==> src/rtl/ipi_pkg.sv <==
package ipi_pkg;

    localparam int ID_W    = 8;
    localparam int MODEL_W = 4;

    localparam logic [ID_W-1:0]    DEST_ALL      = 8'hFF;
    localparam logic [MODEL_W-1:0] MODEL_FLAT    = 4'hF;
    localparam logic [MODEL_W-1:0] MODEL_CLUSTER = 4'h0;

    typedef enum logic [2:0] {
        DM_FIXED    = 3'd0,
        DM_LOWEST   = 3'd1,
        DM_SMI      = 3'd2,
        DM_RSVD     = 3'd3,
        DM_NMI      = 3'd4,
        DM_INIT     = 3'd5,
        DM_STARTUP  = 3'd6,
        DM_EXTERNAL = 3'd7
    } dmode_e;

    typedef enum logic [1:0] {
        SH_FIELD  = 2'd0,
        SH_SELF   = 2'd1,
        SH_ALL    = 2'd2,
        SH_OTHERS = 2'd3
    } shorthand_e;

    typedef struct packed {
        logic [ID_W-1:0] dest;
        shorthand_e      sh;
        logic            trig;
        logic            level;
        logic            logical;
        dmode_e          mode;
        logic [7:0]      vector;
    } ipi_cmd_t;

    function automatic logic flat_hit(input logic [ID_W-1:0] dest,
                                      input logic [ID_W-1:0] ldest);
        return |(dest & ldest);
    endfunction

    function automatic logic cluster_hit(input logic [ID_W-1:0] dest,
                                         input logic [ID_W-1:0] ldest);
        return (dest[7:4] == ldest[7:4]) && (|(dest[3:0] & ldest[3:0]));
    endfunction

    function automatic logic arb_reload(input dmode_e mode,
                                        input logic level,
                                        input logic trig);
        return (mode == DM_INIT) && !level && trig;
    endfunction

endpackage

==> src/rtl/ipi_lowest_pick.sv <==
module ipi_lowest_pick #(
    parameter int WIDTH = 8
) (
    input  logic [WIDTH-1:0] req,
    output logic [WIDTH-1:0] pick
);
    logic [WIDTH:0] seen;

    assign seen[0] = 1'b0;

    for (genvar i = 0; i < WIDTH; i++) begin : g_chain
        assign pick[i]     = req[i] & ~seen[i];
        assign seen[i + 1] = seen[i] | req[i];
    end

endmodule

==> src/rtl/ipi_cmd_regs.sv <==
module ipi_cmd_regs
    import ipi_pkg::*;
(
    input  logic        clk,
    input  logic        rst,
    input  logic        wr_lo,
    input  logic        wr_hi,
    input  logic [31:0] wr_data,
    output ipi_cmd_t    cmd,
    output logic        fire
);
    logic [ID_W-1:0] dest_q;
    logic            unused_cmd_bits;

    always_ff @(posedge clk) begin
        if (rst) begin
            dest_q <= '0;
        end else if (wr_hi) begin
            dest_q <= wr_data[31:24];
        end
    end

    always_comb begin
        cmd.vector  = wr_data[7:0];
        cmd.mode    = dmode_e'(wr_data[10:8]);
        cmd.logical = wr_data[11];
        cmd.level   = wr_data[14];
        cmd.trig    = wr_data[15];
        cmd.sh      = shorthand_e'(wr_data[19:18]);
        cmd.dest    = dest_q;
    end

    assign fire            = wr_lo;
    assign unused_cmd_bits = ^{wr_data[23:20], wr_data[17:16], wr_data[13:12]};

    // input assumption behind R2: the two word strobes never coincide
    a_r2_one_strobe: assert property (@(posedge clk) disable iff (rst)
        !(wr_lo && wr_hi));

endmodule

==> src/rtl/ipi_target_match.sv <==
module ipi_target_match
    import ipi_pkg::*;
#(
    parameter int NUM_UNITS = 8
) (
    input  logic [ID_W-1:0]            dest,
    input  logic                       logical,
    input  logic [NUM_UNITS-1:0]       present,
    input  logic [NUM_UNITS*ID_W-1:0]  phys_id,
    input  logic [NUM_UNITS*ID_W-1:0]  log_dest,
    input  logic [NUM_UNITS*MODEL_W-1:0] model,
    output logic [NUM_UNITS-1:0]       field_mask
);
    logic [NUM_UNITS-1:0] id_eq;
    logic [NUM_UNITS-1:0] id_first;
    logic [NUM_UNITS-1:0] log_ok;
    logic [NUM_UNITS-1:0] run;

    for (genvar i = 0; i < NUM_UNITS; i++) begin : g_unit
        logic [ID_W-1:0]    pid;
        logic [ID_W-1:0]    lbyte;
        logic [MODEL_W-1:0] mdl;

        assign pid   = phys_id[i*ID_W +: ID_W];
        assign lbyte = log_dest[i*ID_W +: ID_W];
        assign mdl   = model[i*MODEL_W +: MODEL_W];

        assign id_eq[i] = present[i] && (pid == dest);

        always_comb begin
            unique case (mdl)
                MODEL_FLAT:    log_ok[i] = flat_hit(dest, lbyte);
                MODEL_CLUSTER: log_ok[i] = cluster_hit(dest, lbyte);
                default:       log_ok[i] = 1'b0;
            endcase
        end

        if (i == 0) begin : g_head
            assign run[i] = present[i];
        end else begin : g_tail
            assign run[i] = run[i - 1] & present[i];
        end
    end

    ipi_lowest_pick #(.WIDTH(NUM_UNITS)) u_first_id (
        .req  (id_eq),
        .pick (id_first)
    );

    always_comb begin
        if (logical) begin
            field_mask = log_ok & run;
        end else if (dest == DEST_ALL) begin
            field_mask = present;
        end else begin
            field_mask = id_first;
        end
    end

endmodule

==> src/rtl/ipi_target_select.sv <==
module ipi_target_select
    import ipi_pkg::*;
#(
    parameter int NUM_UNITS = 8,
    parameter int IDX_W     = 3
) (
    input  ipi_cmd_t             cmd,
    input  logic [IDX_W-1:0]     self_idx,
    input  logic [NUM_UNITS-1:0] present,
    input  logic [NUM_UNITS-1:0] field_mask,
    output logic [NUM_UNITS-1:0] targets,
    output logic                 arb_sync
);
    localparam logic [NUM_UNITS-1:0] ONE = {{(NUM_UNITS-1){1'b0}}, 1'b1};

    logic [NUM_UNITS-1:0] self_oh;
    logic [NUM_UNITS-1:0] base_mask;
    logic [NUM_UNITS-1:0] lowest;

    assign self_oh = ONE << self_idx;

    always_comb begin
        unique case (cmd.sh)
            SH_SELF:   base_mask = self_oh;
            SH_ALL:    base_mask = present;
            SH_OTHERS: base_mask = present & ~self_oh;
            default:   base_mask = field_mask;
        endcase
    end

    ipi_lowest_pick #(.WIDTH(NUM_UNITS)) u_lowest (
        .req  (base_mask),
        .pick (lowest)
    );

    assign arb_sync = arb_reload(cmd.mode, cmd.level, cmd.trig);
    assign targets  = (cmd.mode == DM_LOWEST) ? lowest : base_mask;

endmodule

==> src/rtl/ipi_dest_decoder.sv <==
module ipi_dest_decoder
    import ipi_pkg::*;
#(
    parameter int NUM_UNITS = 8,
    localparam int IDX_W    = (NUM_UNITS > 1) ? $clog2(NUM_UNITS) : 1
) (
    input  logic                          clk,
    input  logic                          rst,
    input  logic                          wr_lo,
    input  logic                          wr_hi,
    input  logic [31:0]                   wr_data,
    input  logic [IDX_W-1:0]              self_idx,
    input  logic [NUM_UNITS-1:0]          unit_present,
    input  logic [NUM_UNITS*8-1:0]        unit_phys_id,
    input  logic [NUM_UNITS*8-1:0]        unit_log_dest,
    input  logic [NUM_UNITS*4-1:0]        unit_model,
    output logic                          out_valid,
    output logic [NUM_UNITS-1:0]          out_targets,
    output logic [2:0]                    out_mode,
    output logic [7:0]                    out_vector,
    output logic                          out_trigger,
    output logic                          out_arb_sync
);
    ipi_cmd_t             cmd;
    logic                 fire;
    logic [NUM_UNITS-1:0] field_mask;
    logic [NUM_UNITS-1:0] sel_targets;
    logic                 sel_arb;

    ipi_cmd_regs u_regs (
        .clk     (clk),
        .rst     (rst),
        .wr_lo   (wr_lo),
        .wr_hi   (wr_hi),
        .wr_data (wr_data),
        .cmd     (cmd),
        .fire    (fire)
    );

    ipi_target_match #(.NUM_UNITS(NUM_UNITS)) u_match (
        .dest       (cmd.dest),
        .logical    (cmd.logical),
        .present    (unit_present),
        .phys_id    (unit_phys_id),
        .log_dest   (unit_log_dest),
        .model      (unit_model),
        .field_mask (field_mask)
    );

    ipi_target_select #(.NUM_UNITS(NUM_UNITS), .IDX_W(IDX_W)) u_select (
        .cmd        (cmd),
        .self_idx   (self_idx),
        .present    (unit_present),
        .field_mask (field_mask),
        .targets    (sel_targets),
        .arb_sync   (sel_arb)
    );

    always_ff @(posedge clk) begin
        if (rst) begin
            out_valid    <= 1'b0;
            out_targets  <= '0;
            out_mode     <= '0;
            out_vector   <= '0;
            out_trigger  <= 1'b0;
            out_arb_sync <= 1'b0;
        end else begin
            out_valid    <= fire;
            out_arb_sync <= fire & sel_arb;
            if (fire) begin
                out_targets <= sel_targets;
                out_mode    <= cmd.mode;
                out_vector  <= cmd.vector;
                out_trigger <= cmd.trig;
            end
        end
    end

    a_r2_pulse_after_write: assert property (@(posedge clk) disable iff (rst)
        wr_lo |=> out_valid);

    a_r2_quiet_without_write: assert property (@(posedge clk) disable iff (rst)
        !wr_lo |=> !out_valid);

    a_r3_self_single: assert property (@(posedge clk) disable iff (rst)
        (wr_lo && wr_data[19:18] == 2'd1 && wr_data[10:8] != 3'd1)
        |=> $countones(out_targets) == 1);

    a_r4_others_skip_sender: assert property (@(posedge clk) disable iff (rst)
        (wr_lo && wr_data[19:18] == 2'd3) |=> !out_targets[$past(self_idx)]);

    a_r9_logical_within_table: assert property (@(posedge clk) disable iff (rst)
        (wr_lo && wr_data[11] && wr_data[19:18] == 2'd0)
        |=> (out_targets & ~$past(unit_present)) == '0);

    a_r10_lowest_single: assert property (@(posedge clk) disable iff (rst)
        (out_valid && out_mode == 3'd1) |-> $onehot0(out_targets));

    a_r11_sync_only_init: assert property (@(posedge clk) disable iff (rst)
        out_arb_sync |-> (out_valid && out_mode == 3'd5 && !out_trigger == 1'b0));

endmodule

==> config.mk <==
export PLATFORM = sky130hd
export DESIGN_NAME = ipi_dest_decoder
export DESIGN_NICKNAME = d
export VERILOG_FILES = /design/src/rtl/ipi_pkg.sv /design/src/rtl/ipi_lowest_pick.sv /design/src/rtl/ipi_cmd_regs.sv /design/src/rtl/ipi_target_match.sv /design/src/rtl/ipi_target_select.sv /design/src/rtl/ipi_dest_decoder.sv
export SDC_FILE = /design/constraint.sdc
export NUM_CORES = 1
export LEC_CHECK = 0
export BUFFER_PORTS_ARGS = -buffer_cell sky130_fd_sc_hd__buf_4
export CAP_MARGIN = 15
export CELL_PAD_IN_SITES_DETAIL_PLACEMENT = 0
export CELL_PAD_IN_SITES_GLOBAL_PLACEMENT = 2
export CORE_MARGIN = 5
export CORE_UTILIZATION = 25
export CTS_BUF_LIST = sky130_fd_sc_hd__clkbuf_16
export DETAILED_ROUTE_END_ITERATION = 8
export PLACE_DENSITY_LB_ADDON = 0.12
export SETUP_SLACK_MARGIN = 0.2
export SLEW_MARGIN = 25
export SYNTH_ARGS = -nofsm -noshare
export SYNTH_HDL_FRONTEND = slang
export SYNTH_HIERARCHICAL = 1
export SYNTH_SLANG_ARGS = --single-unit
export TNS_END_PERCENT = 10
==> constraint.sdc <==
create_clock -name clk -period 10.5 [get_ports clk]
set_input_delay 2.625 -clock clk [delete_from_list [all_inputs] [get_ports clk]]
set_output_delay 2.625 -clock clk [all_outputs]
set_load 0.01 [all_outputs]
Word-level counts from Yosys, hierarchy flattened
Cells that the tools add are included.
{"block": "totals", "reg_bits": 30, "input_bits": 207, "output_inout_bits": 22}
{"block": "classes", "eq_ne": 30, "shifts": 1, "muxes": 12, "bitwise": 67, "n_reduce_logical": 43}
{"op": "$and A8 B8 Y8", "count": 10}
{"op": "$eq A8 B8 Y1", "count": 8}
{"op": "$reduce_or A8 Y1", "count": 8}
{"op": "$and A4 B4 Y4", "count": 8}
{"op": "$eq A4 B4 Y1", "count": 8}
{"op": "$eq A4 B4 Y1 const B", "count": 8}
{"op": "$logic_not A4 Y1", "count": 8}
{"op": "$reduce_or A4 Y1", "count": 8}
{"op": "$mux W8", "count": 3}
{"op": "$pmux W8 S3", "count": 1}
{"op": "$and A1 B1 Y1", "count": 22}
{"op": "$logic_and A1 B1 Y1", "count": 18}
{"op": "$pmux W1 S2", "count": 8}
{"op": "$not A1 Y1", "count": 14}
{"op": "$or A1 B1 Y1", "count": 12}
{"op": "$eq A8 B8 Y1 const B", "count": 1}
{"op": "$not A8 Y8", "count": 1}
{"op": "$shl A1 B3 Y8 const A", "count": 1}
{"op": "$eq A2 B2 Y1 const B", "count": 2}
{"op": "$eq A3 B1 Y1 const B", "count": 1}
{"op": "$eq A3 B3 Y1 const B", "count": 1}
{"op": "$eq A2 B1 Y1 const B", "count": 1}
{"op": "$logic_not A1 Y1", "count": 1}

Depth between registers and ports, before layout
Gate-level depths: netlist of run 1.
{"block": "depth", "depth_word": 22, "depth_mapped": 19}

Cells and area by module
Netlist of run 1, hierarchy kept.
{"module": "ipi_target_match", "n_inst": 1, "cells_per_inst": 232, "area_per_inst_um2": 1861.8, "seq_area_each_um2": 0.0}
{"module": "ipi_dest_decoder", "n_inst": 1, "cells_per_inst": 68, "area_per_inst_um2": 758.2, "seq_area_each_um2": 440.4}
{"module": "ipi_target_select", "n_inst": 1, "cells_per_inst": 63, "area_per_inst_um2": 416.6, "seq_area_each_um2": 0.0}
{"module": "ipi_cmd_regs", "n_inst": 1, "cells_per_inst": 43, "area_per_inst_um2": 412.9, "seq_area_each_um2": 160.2}
{"module": "ipi_lowest_pick", "n_inst": 2, "cells_per_inst": 11, "area_per_inst_um2": 83.8, "seq_area_each_um2": 0.0}

Least setup slack after synthesis of run 1
OpenSTA, ideal clock, no wires.
{"block": "synth_path", "path_type": "input-to-reg", "startpoint": "input port unit_phys_id[4]", "endpoint": "register out_targets[6]", "t_arrival_ns": 5.355, "required_ns": 10.435, "slack_ns": 5.080, "path_stages": 16, "path_cell_list": "xor2_1 > nor4_1 > nand3_1 > nor4_1 > nor2b_1 > mux2i_1 > o22ai_1 > nor2b_1 > o21bai_1 > nand2_1 > or4_4 > nor4b_2 > nor2_1 > a31oi_1 > mux2i_1 > nor2_1"}
{"block": "synth_via", "elab_chain_cells": 15}
{"item": "start, declared", "line": "ipi_dest_decoder.sv:14", "source": "input logic [NUM_UNITS*8-1:0] unit_phys_id,"}
{"item": "$eq A8 B8 Y1", "line": "ipi_target_match.sv:28", "source": "assign id_eq[i] = present[i] && (pid == dest);"}
{"item": "$logic_and A1 B1 Y1", "line": "ipi_target_match.sv:28"}
{"item": "net u_match.id_eq[0]", "line": "ipi_target_match.sv:14", "source": "logic [NUM_UNITS-1:0] id_eq;"}
{"item": "$not A1 Y1", "line": "ipi_lowest_pick.sv:12", "source": "assign pick[i] = req[i] & ~seen[i];"}
{"item": "$and A1 B1 Y1", "line": "ipi_lowest_pick.sv:12"}
{"item": "net u_match.id_first[1]", "line": "ipi_target_match.sv:15", "source": "logic [NUM_UNITS-1:0] id_first;"}
{"item": "$mux W8", "line": "ipi_target_match.sv:53", "source": "end else if (dest == DEST_ALL) begin"}
{"item": "$mux W8", "line": "ipi_target_match.sv:51", "source": "if (logical) begin"}
{"item": "net field_mask[1]", "line": "ipi_dest_decoder.sv:26", "source": "logic [NUM_UNITS-1:0] field_mask;"}
{"item": "$pmux W8 S3", "line": "ipi_target_select.sv:23", "source": "unique case (cmd.sh)"}
{"item": "net u_select.base_mask[1]", "line": "ipi_target_select.sv:17", "source": "logic [NUM_UNITS-1:0] base_mask;"}
{"item": "$or A1 B1 Y1 (5 in series)", "line": "ipi_lowest_pick.sv:13", "source": "assign seen[i + 1] = seen[i] | req[i];"}
{"item": "$not A1 Y1", "line": "ipi_lowest_pick.sv:12"}
{"item": "$and A1 B1 Y1", "line": "ipi_lowest_pick.sv:12"}
{"item": "net u_select.lowest[6]", "line": "ipi_target_select.sv:18", "source": "logic [NUM_UNITS-1:0] lowest;"}
{"item": "$mux W8", "line": "ipi_target_select.sv:37", "source": "assign targets = (cmd.mode == DM_LOWEST) ? lowest : base_mask;"}
{"item": "net sel_targets[6]", "line": "ipi_dest_decoder.sv:27", "source": "logic [NUM_UNITS-1:0] sel_targets;"}
{"item": "end signal, assigned", "line": "ipi_dest_decoder.sv:71", "source": "out_targets <= sel_targets;"}
{"item": "end, declared", "line": "ipi_dest_decoder.sv:18", "source": "output logic [NUM_UNITS-1:0] out_targets,"}
The timed path passes the listed nets, and every way through them passes these cells.
A chain may end at the register's enable or synchronous reset.

Worst setup path after layout of run 1
{"block": "layout_path", "startpoint": "input port unit_phys_id[4]", "endpoint": "register out_targets[7]"}
{"block": "layout_via", "elab_chain_cells": 16}
{"item": "$eq A8 B8 Y1", "line": "ipi_target_match.sv:28"}
{"item": "$logic_and A1 B1 Y1", "line": "ipi_target_match.sv:28"}
{"item": "net u_match.id_eq[0]", "line": "ipi_target_match.sv:14"}
{"item": "$not A1 Y1", "line": "ipi_lowest_pick.sv:12"}
{"item": "$and A1 B1 Y1", "line": "ipi_lowest_pick.sv:12"}
{"item": "net u_match.id_first[1]", "line": "ipi_target_match.sv:15"}
{"item": "$mux W8", "line": "ipi_target_match.sv:53"}
{"item": "$mux W8", "line": "ipi_target_match.sv:51"}
{"item": "net field_mask[1]", "line": "ipi_dest_decoder.sv:26"}
{"item": "$pmux W8 S3", "line": "ipi_target_select.sv:23"}
{"item": "net u_select.base_mask[1]", "line": "ipi_target_select.sv:17"}
{"item": "$or A1 B1 Y1 (6 in series)", "line": "ipi_lowest_pick.sv:13"}
{"item": "$not A1 Y1", "line": "ipi_lowest_pick.sv:12"}
{"item": "$and A1 B1 Y1", "line": "ipi_lowest_pick.sv:12"}
{"item": "net u_select.lowest[7]", "line": "ipi_target_select.sv:18"}
{"item": "$mux W8", "line": "ipi_target_select.sv:37"}
{"item": "net sel_targets[7]", "line": "ipi_dest_decoder.sv:27"}
The timed path passes the listed nets, and every way through them passes these cells.

==> results.md, run 1 <==
* Status: finished clean
* Final wirelength at between 10 and 15 mm
* Worst-Margin Slew at between 0.6 and 0.7 ns
* Core Footprint at 14400 um2
* FP Rows at 44
* CP endpoint: out_targets[7]$_SDFFE_PP0P_
* Post-CTS Hold Fix Bufs at 0
* Gate count after technology mapping at 428
* Ant diodes at 0
* Most frequent CP cell: nor4_1
* Total track usage at 16.6%
* DIE AREA at around 17000 um2
* WP depth at 17
* TritonCTS clock tree: built
* Synth-to-Final Area Change at 49.4%
* Min Tclk post-route at roughly 5.7 ns
* Max Cap Viol at 0
* Crit path launch: unit_phys_id[4]
* Number of buffers added on ports at 220
* Clock Skew at just over 0.003 ns
* RSZ-0062 raised after global routing: false
* Crit end category: flip-flop
* Delay-heaviest family, CP: simple AND/OR/NAND/NOR gates
* Clock latency on the worst-skew pair at 0.27 ns
* CP max-delay cell: or4_4
* Crit path max fanout at 5
* Number of global-route vias before repair at 4122
* Peak per-stage delay on the critical path at roughly 0.6 ns
* Power Total at approximately 420 uW
* First-pass GRT wire length at 21.7 mm
* Hold Vio Cnt, Final at 0
* H-tree Lvls at 2
* Crit path DAT at 5.90 ns
* Dpl hpwl at roughly 12 mm
* F_max at between 150 and 200 MHz
* Mapped cell area at around 3600 um2
* Detailed Routing Iterations Pass 1 at 4
* Post-CTS Resized at 0
* ANT nets after route at 0
* 1st-iter DRT viols at ~100
* Critical path class: in -> reg
* Die width at around 130 um
* Postcts setup bufs at 0
* Final cycle utilization of the critical path at 54.3%
* Seq cells post-synth at 30
* Nets@finish at 860
* Worst-path clk slew at ~0.05 ns
* WP buf/inv at 1
* Worst hold slack at between 0.4 and 0.5 ns
* Worst reg2reg endpoint: out_targets[7]$_SDFFE_PP0P_
* Rel. slew slack at between 50% and 60%
* Synth area leaders: dfxtp_1 17%, ha_1 11%, xor2_1 9.7%, mux2i_1 9.4%, xnor2_1 5.8%
* Synth top area share at approximately 17%
* Count of final setup violators at 0
* Initial antenna violation count at 0
* Mean area per synthesized cell at approximately 8.5 um2
* Power density over cell area at roughly 77 nW/um2
* Max-slew violations at 0
* WL/cell at roughly 18 um
* Routed vias at around 3900
* Starting Density at between 20% and 30%
* Root buffer cell: clkbuf_16
* Largest net degree at the start of global routing at 30
* Most frequent cells in the layout: 228 x buf_4, 40 x nor2_1, 40 x xor2_1
* Ys flop type: dfxtp_1
* R2R Setup Slk at approximately 6.7 ns
* Grt total ovfl at 0
* Critical Path RT at approximately 11 ns
* Yosys cell types at a little under 50
* DR vias/cell at slightly below 5
* Warning count from the yosys run at 6
* Die Y at 130 um
* Fraction of registers with async set/reset at 0%
* Total CTS buffers at 5
* Worst R2R Path Depth at 17
* Post-synthesis sequential area ratio at 16.6%
* Layout cells sized above 1 at approximately two fifths
* Hold WC Path Type: reg -> reg
* CP Launch Type: primary input
* Max rail drop VDD at 56.8 uV
* Ports at 229
* Number of enable flip-flop cells after synthesis at 0
* Leak at 2.60 nW
* RR Startpoint: u_regs/dest_q[4]$_SDFFE_PP0P_
* Clock Sinks at 30
* Dominant cell type by area after synthesis: dfxtp_1
* Most common cell after layout, fill and taps aside: buf_4
* DRC Markers at 0
* Routability congestion estimate at 0.804
* Filler Cells Inserted at 1527
* Worst path cell trace: buf_4 > xor2_1 > nor4_1 > nand3_1 > nor4_1 > nor2b_1 > mux2i_1 > o22ai_1 > nor2b_1 > o21bai_1 > nand2_1 > or4_4 > nor4_1 > nor2_1 > a31oi_1 > mux2i_1 > nor2_1
* Worst-case clock buffer depth at 2
* Mapped Nets at 667
* Fin Setup TNS at 0 ns
==> synth_stat cells (6+ instances only) <==
library cell	count
xor2_1	40
buf_2	9
nand4_1	12
nor2b_1	11
o21ai_0	7
a31oi_1	9
nor4_1	25
o21bai_1	8
nand2_1	16
xnor2_1	24
buf_4	23
dfxtp_1	30
nor2_1	40
a22oi_1	15
ha_1	32
or4_1	10
nand3b_1	8
mux2i_1	34
nand3_1	6
==> flip-flops by register name, summed over array words and instances, names as in the netlist <==
register       cells
out_targets        8
out_vector         8
u_regs/dest_q      8
out_mode           3
out_arb_sync       1
out_trigger        1
out_valid          1
==> report_power, final <==
part | switching [mW] | internal (mW)
Combinational | 0.0693 | 0.0906
Clock | 0.0472 | 0.0854
Sequential | 0.00423 | 0.121
Total | 0.121 | 0.297
==> worst min path at each step <==
stage | startpoint | cells after the start | end | slack (ns)
floorplan | u_regs/dest_q[0]$_SDFFE_PP0P_ | 2 | u_regs/dest_q[0]$_SDFFE_PP0P_ | 0.45
global placement | out_vector[1]$_SDFFE_PP0P_ | 2 | out_vector[1]$_SDFFE_PP0P_ | 0.48
detailed placement | out_vector[0]$_SDFFE_PP0P_ | 2 | out_vector[0]$_SDFFE_PP0P_ | 0.48
CTS | out_vector[0]$_SDFFE_PP0P_ | 2 | out_vector[0]$_SDFFE_PP0P_ | 0.50
global route | out_targets[6]$_SDFFE_PP0P_ | 2 | out_targets[6]$_SDFFE_PP0P_ | 0.52
finish | out_vector[0]$_SDFFE_PP0P_ | 2 | out_vector[0]$_SDFFE_PP0P_ | 0.49
==> metal layers <==
metal	up-vias	global-route usage, %	routed length, um
li1	1962	-	-
met1	1833	19.5	5690
met2	123	30.7	7690
met3	11	4.58	1070
met4	0	2.38	119
met5	-	0	0
==> tightest hold or removal path, cell delays in order, from the launching register on <==
cell and delay (ns):
dfxtp_1 0.32, mux2i_1 0.06, nor2_1 0.07
==> logic make-up after synthesis <==
logic type      after synthesis  share of synthesized area, %
simple gates                164                          27.3
buf+inv                      44                          8.30
xor+xnor                     64                          15.5
compound gates               60                          11.8
mux                          34                          9.41
flops                        30                          16.6
fa+ha+maj                    32                          11.1
==> area by class of cell <==
type,count,area [um2],share of cell area (%)
multi-input combinational,354,2720,50.3
tap,184,230,4.26
clock buffer,5,125,2.32
sequential,30,601,11.1
inverter,2,7.51,0.139
clock inverter,3,12.5,0.232
timing repair buffer,228,1710,31.7
==> through the flow <==
stage / setup WS, ns / util (%) / area [um2] / cells
after floorplan: 5.08 / - / 3620 / 428
after global placement: 4.51 / 36.7 / 5270 / 798
after detailed placement: 4.51 / 36.7 / 5270 / 798
after CTS: 4.79 / 37.6 / 5400 / 806
after global routing: 4.44 / 37.6 / 5400 / 806
final: 4.80 / 37.6 / 5400 / 806
No activity file was read; power rests on OpenSTA's default activity.
==> run 2, diff against run 1 <==
- ABC_AREA: not set -> 1
- CORE_UTILIZATION: 25 -> 19
- clock period: 10.5 -> 4.9 ns (I/O delays scaled with it)
==> run 2 against run 1 <==
Compared with the run above:
- utilization decreased by 10 points
- first-iteration DRC count increased by 130%
- cell area increased by 18%
- via count increased by 34%
- clock skew increased by 0.0054 ns
- sequential power increased by 120%
- combinational power increased to 2.7 times the previous value
- sequential share of layout area decreased by 1.7 points
- synthesized area increased by 23%
- setup slack got worse by 3.3 ns
==> results.md, run 2 <==
* R2R Setup Slk at 1.57 ns (was 6.69 ns)
* Placed inst area at 6210 um2 (was 5270 um2)
* Layout cells sized above 1 at 25.3% (was 38.9%)
* H-tree Lvls at 2 (unchanged)
* Dominant cell type by area after synthesis: nand2_1 (was dfxtp_1)
* Die width at 163 um (was 130 um)
* Mean area per synthesized cell at 5.34 um2 (was 8.45 um2)
* Max rail drop VDD at 126 uV (was 56.8 uV)
* Die Y at 163 um (was 130 um)
* Final cycle utilization of the critical path at approximately 68%
* Grt total ovfl at 0 (unchanged)
* Synth top area share at 25.0% (was 16.6%)
* Post-CTS Resized at 0 (unchanged)
* Mapped cell area at 4450 um2 (was 3620 um2)
* DRC Markers at 0 (unchanged)
* Post-synthesis sequential area ratio at 13.5% (was 16.6%)
* Total track usage at 14.3% (was 16.6%)
* Routability congestion estimate at 0.715 (was 0.804)
* Clock network power share at 33.7% (was 31.8%)
* Peak per-stage delay on the critical path at 0.29 ns (was 0.59 ns)
* Post-CTS Hold Fix Bufs at 0 (unchanged)
* Crit end category: flip-flop (unchanged)
* Core Footprint at 23300 um2 (was 14400 um2)
* FP Rows at 56 (was 44)
* Initial antenna violation count at 0 (unchanged)
* Critical path class: in -> reg (unchanged)
* Clock Skew at 0.00849 ns (was 0.00305 ns)
* Hold WC Path Type: reg -> reg (unchanged)
* Hold Vio Cnt, Final at 0 (unchanged)
* Nets@finish at 1266 (was 860)
* Fin area at 6370 um2 (was 5400 um2)
* Gate count after technology mapping at 833 (was 428)
* Clock Sinks at 30 (unchanged)
* Most common cell after layout, fill and taps aside: nand2_1 (was buf_4)
* DR vias/cell at 3.90 (was 4.87)
* Starting Density at 19.1% (was 25.2%)
* CP max-delay cell: nor2_1 (was or4_4)
* Rel. slew slack at 54.8% (was 53.6%)
* Seq cells post-synth at 30 (unchanged)
* Worst-case clock buffer depth at 2 (unchanged)
* CP Launch Type: primary input (unchanged)
* Worst path cell trace: buf_4 > xor2_1 > nor2_1 > nand3_1 > nor2_1 > nor2_1 > inv_1 > nand2_1 > nand3_1 > nand2_1 > a21oi_1 > nand2_1 > and2_1 > nor2_2 > nand4_2 > nor3_1 > nand2_1 > nand2_1 > inv_1 > nand2_1 > nand2_1 > nor2_1 (was buf_4 > xor2_1 > nor4_1 > nand3_1 > nor4_1 > nor2b_1 > mux2i_1 > o22ai_1 > nor2b_1 > o21bai_1 > nand2_1 > or4_4 > nor4_1 > nor2_1 > a31oi_1 > mux2i_1 > nor2_1)
* WL/cell at 14.4 um (was 18.1 um)
* Power density over cell area at 167 nW/um2 (was 77.2 nW/um2)
* Dpl hpwl at 16.4 mm (was 12.3 mm)
* Max-slew violations at 0 (unchanged)
* Mapped Nets at 1072 (was 667)
* Postcts setup bufs at 0 (unchanged)
* Clock latency on the worst-skew pair at 0.28 ns (was 0.27 ns)
* Worst-path clk slew at 0.06 ns (was 0.05 ns)
* Top cells by count, synth: 296 x nand2_1, 180 x nor2_1, 98 x inv_1 (was 40 x nor2_1, 40 x xor2_1, 34 x mux2i_1)
* ANT nets after route at 0 (unchanged)
* Warning count from the yosys run at 6 (unchanged)
* RSZ-0062 raised after global routing: false (unchanged)
* Critical Path RT at 5.12 ns (was 10.71 ns)
* Yosys cell types at 32 (was 49)
* Status: finished clean (unchanged)
* Min Tclk post-route at around 3.3 ns
* Number of enable flip-flop cells after synthesis at 0 (unchanged)
* Crit path DAT at 3.56 ns (was 5.90 ns)
* Switch share at 33.5% (was 28.9%)
* First-pass GRT wire length at 29.8 mm (was 21.7 mm)
* Top-count cell post-synth: nand2_1
* Total CTS buffers at 5 (unchanged)
* Detailed Routing Iterations Pass 1 at 4 (unchanged)
* Count of final setup violators at 0 (unchanged)
* Fraction of registers with async set/reset at 0% (unchanged)
* Top flop regs: out_targets: 8 flops, out_vector: 8 flops, u_regs/dest_q: 8 flops (unchanged)
* Routed vias at 5252 (was 3929)
* Leak at 3.59 nW (was 2.60 nW)
* Ports at 229 (unchanged)
* TritonCTS clock tree: built (unchanged)
* 1st-iter DRT viols at 236 (was 103)
* Max Cap Viol at 0 (unchanged)
* Number of buffers added on ports at 220 (unchanged)
* Most frequent CP cell: nand2_1 (was nor4_1)
* Fin Setup TNS at 0 ns (unchanged)
* Synth area leaders: nand2_1 25%, nor2_1 15%, dfxtp_1 13%, ha_1 9.0%, inv_1 8.3% (was dfxtp_1 17%, ha_1 11%, xor2_1 9.7%, mux2i_1 9.4%, xnor2_1 5.8%)
* F_max at 299 MHz
* Worst-Margin Slew at 0.677 ns (was 0.690 ns)
* Number of global-route vias before repair at 5498 (was 4122)
* Synth-to-Final Area Change at 43.3% (was 49.4%)
* Most frequent cells in the layout: 296 x nand2_1, 227 x buf_4, 180 x nor2_1 (was 228 x buf_4, 40 x nor2_1, 40 x xor2_1)
* Ys flop type: dfxtp_1 (unchanged)
* Crit path max fanout at 5 (unchanged)
* Ant diodes at 0 (unchanged)
* Largest net degree at the start of global routing at 43 (was 30)
* Final wirelength at 19.3 mm (was 14.6 mm)
* Flop pwr share at 26.2% (was 29.9%)
* Switching pwr at 356 uW (was 121 uW)
* DIE AREA at 26600 um2 (was 17000 um2)
* Internal power at 707 uW (was 297 uW)
* Comb pwr share at 40.0% (was 38.3%)
* Root buffer cell: clkbuf_16 (unchanged)
-- run 2: cell type report --
type	instances	area, um2
clock buffers	5	125
clock inverters	3	40.0
fillers	2795	16900
inverters	106	400
multi-input cells	657	3100
flip-flops and latches	30	601
well taps	319	399
repair buffers	227	1700
-- run 2: cell families after synthesis --
logic type / count (synthesis) / synth area share, %
XOR/XNOR: 17 / 3.35
adder cells (fa/ha/maj): 32 / 9.00
AND/OR/NAND/NOR: 559 / 51.9
flip-flops: 30 / 13.5
AO/OA/AOI/OAI: 49 / 5.51
buffers and inverters: 146 / 16.7
-- run 2: path summary, 6_finish.rpt --
path                                                     from                     endpoint  depth (start not counted)
worst max-delay path                          unit_phys_id[6]  out_targets[6]$_SDFFE_PP0P_                         22
worst min-delay path                 out_trigger$_SDFFE_PP0P_     out_trigger$_SDFFE_PP0P_                          2
worst max register to register  u_regs/dest_q[4]$_SDFFE_PP0P_  out_targets[6]$_SDFFE_PP0P_                         24
worst min register to register       out_trigger$_SDFFE_PP0P_     out_trigger$_SDFFE_PP0P_                          2
-- run 2: power by group through the flow --
stage          Clock (mW)  Sequential (mW)  Combinational (mW)
6_report            0.359            0.279               0.426
3_3_place_gp            0            0.285               0.437
4_1_cts             0.371            0.280               0.437
5_1_grt             0.384            0.282               0.492
2_1_floorplan           0            0.285               0.229
3_5_place_dp            0            0.285               0.435
-- run 2: critical path, delay by kind of cell --
| family | cells | cell delay, ns |
|---|---|---|
| AOI/OAI and AO/OA | 1 | 0.14 |
| and+or+nand+nor | 17 | 1.80 |
| buffers and inverters | 3 | 0.23 |
| xor gates and xnor gates | 1 | 0.14 |
-- run 2: per-stage QoR --
step                utilization, %  std cells  hold WS, ns  total power [mW]  worst slack, ns
floorplan                        -        833        0.450             0.514             1.81
global placement              26.7       1339        0.463             0.721             1.21
detailed placement            26.7       1339        0.466             0.720             1.24
CTS                           27.4       1347        0.475              1.09             1.52
global route                  27.4       1347        0.492              1.16             1.10
finish                        27.4       1347        0.472              1.06             1.55
-- run 2: metal layers --
metal  track usage [%]  wire length (um)  vias up
li1                  -                 -     2901
met1              18.9              8870     2218
met2              24.6              9080      125
met3              3.15              1200        8
met4              2.02               189        0
met5                 0                 0        -
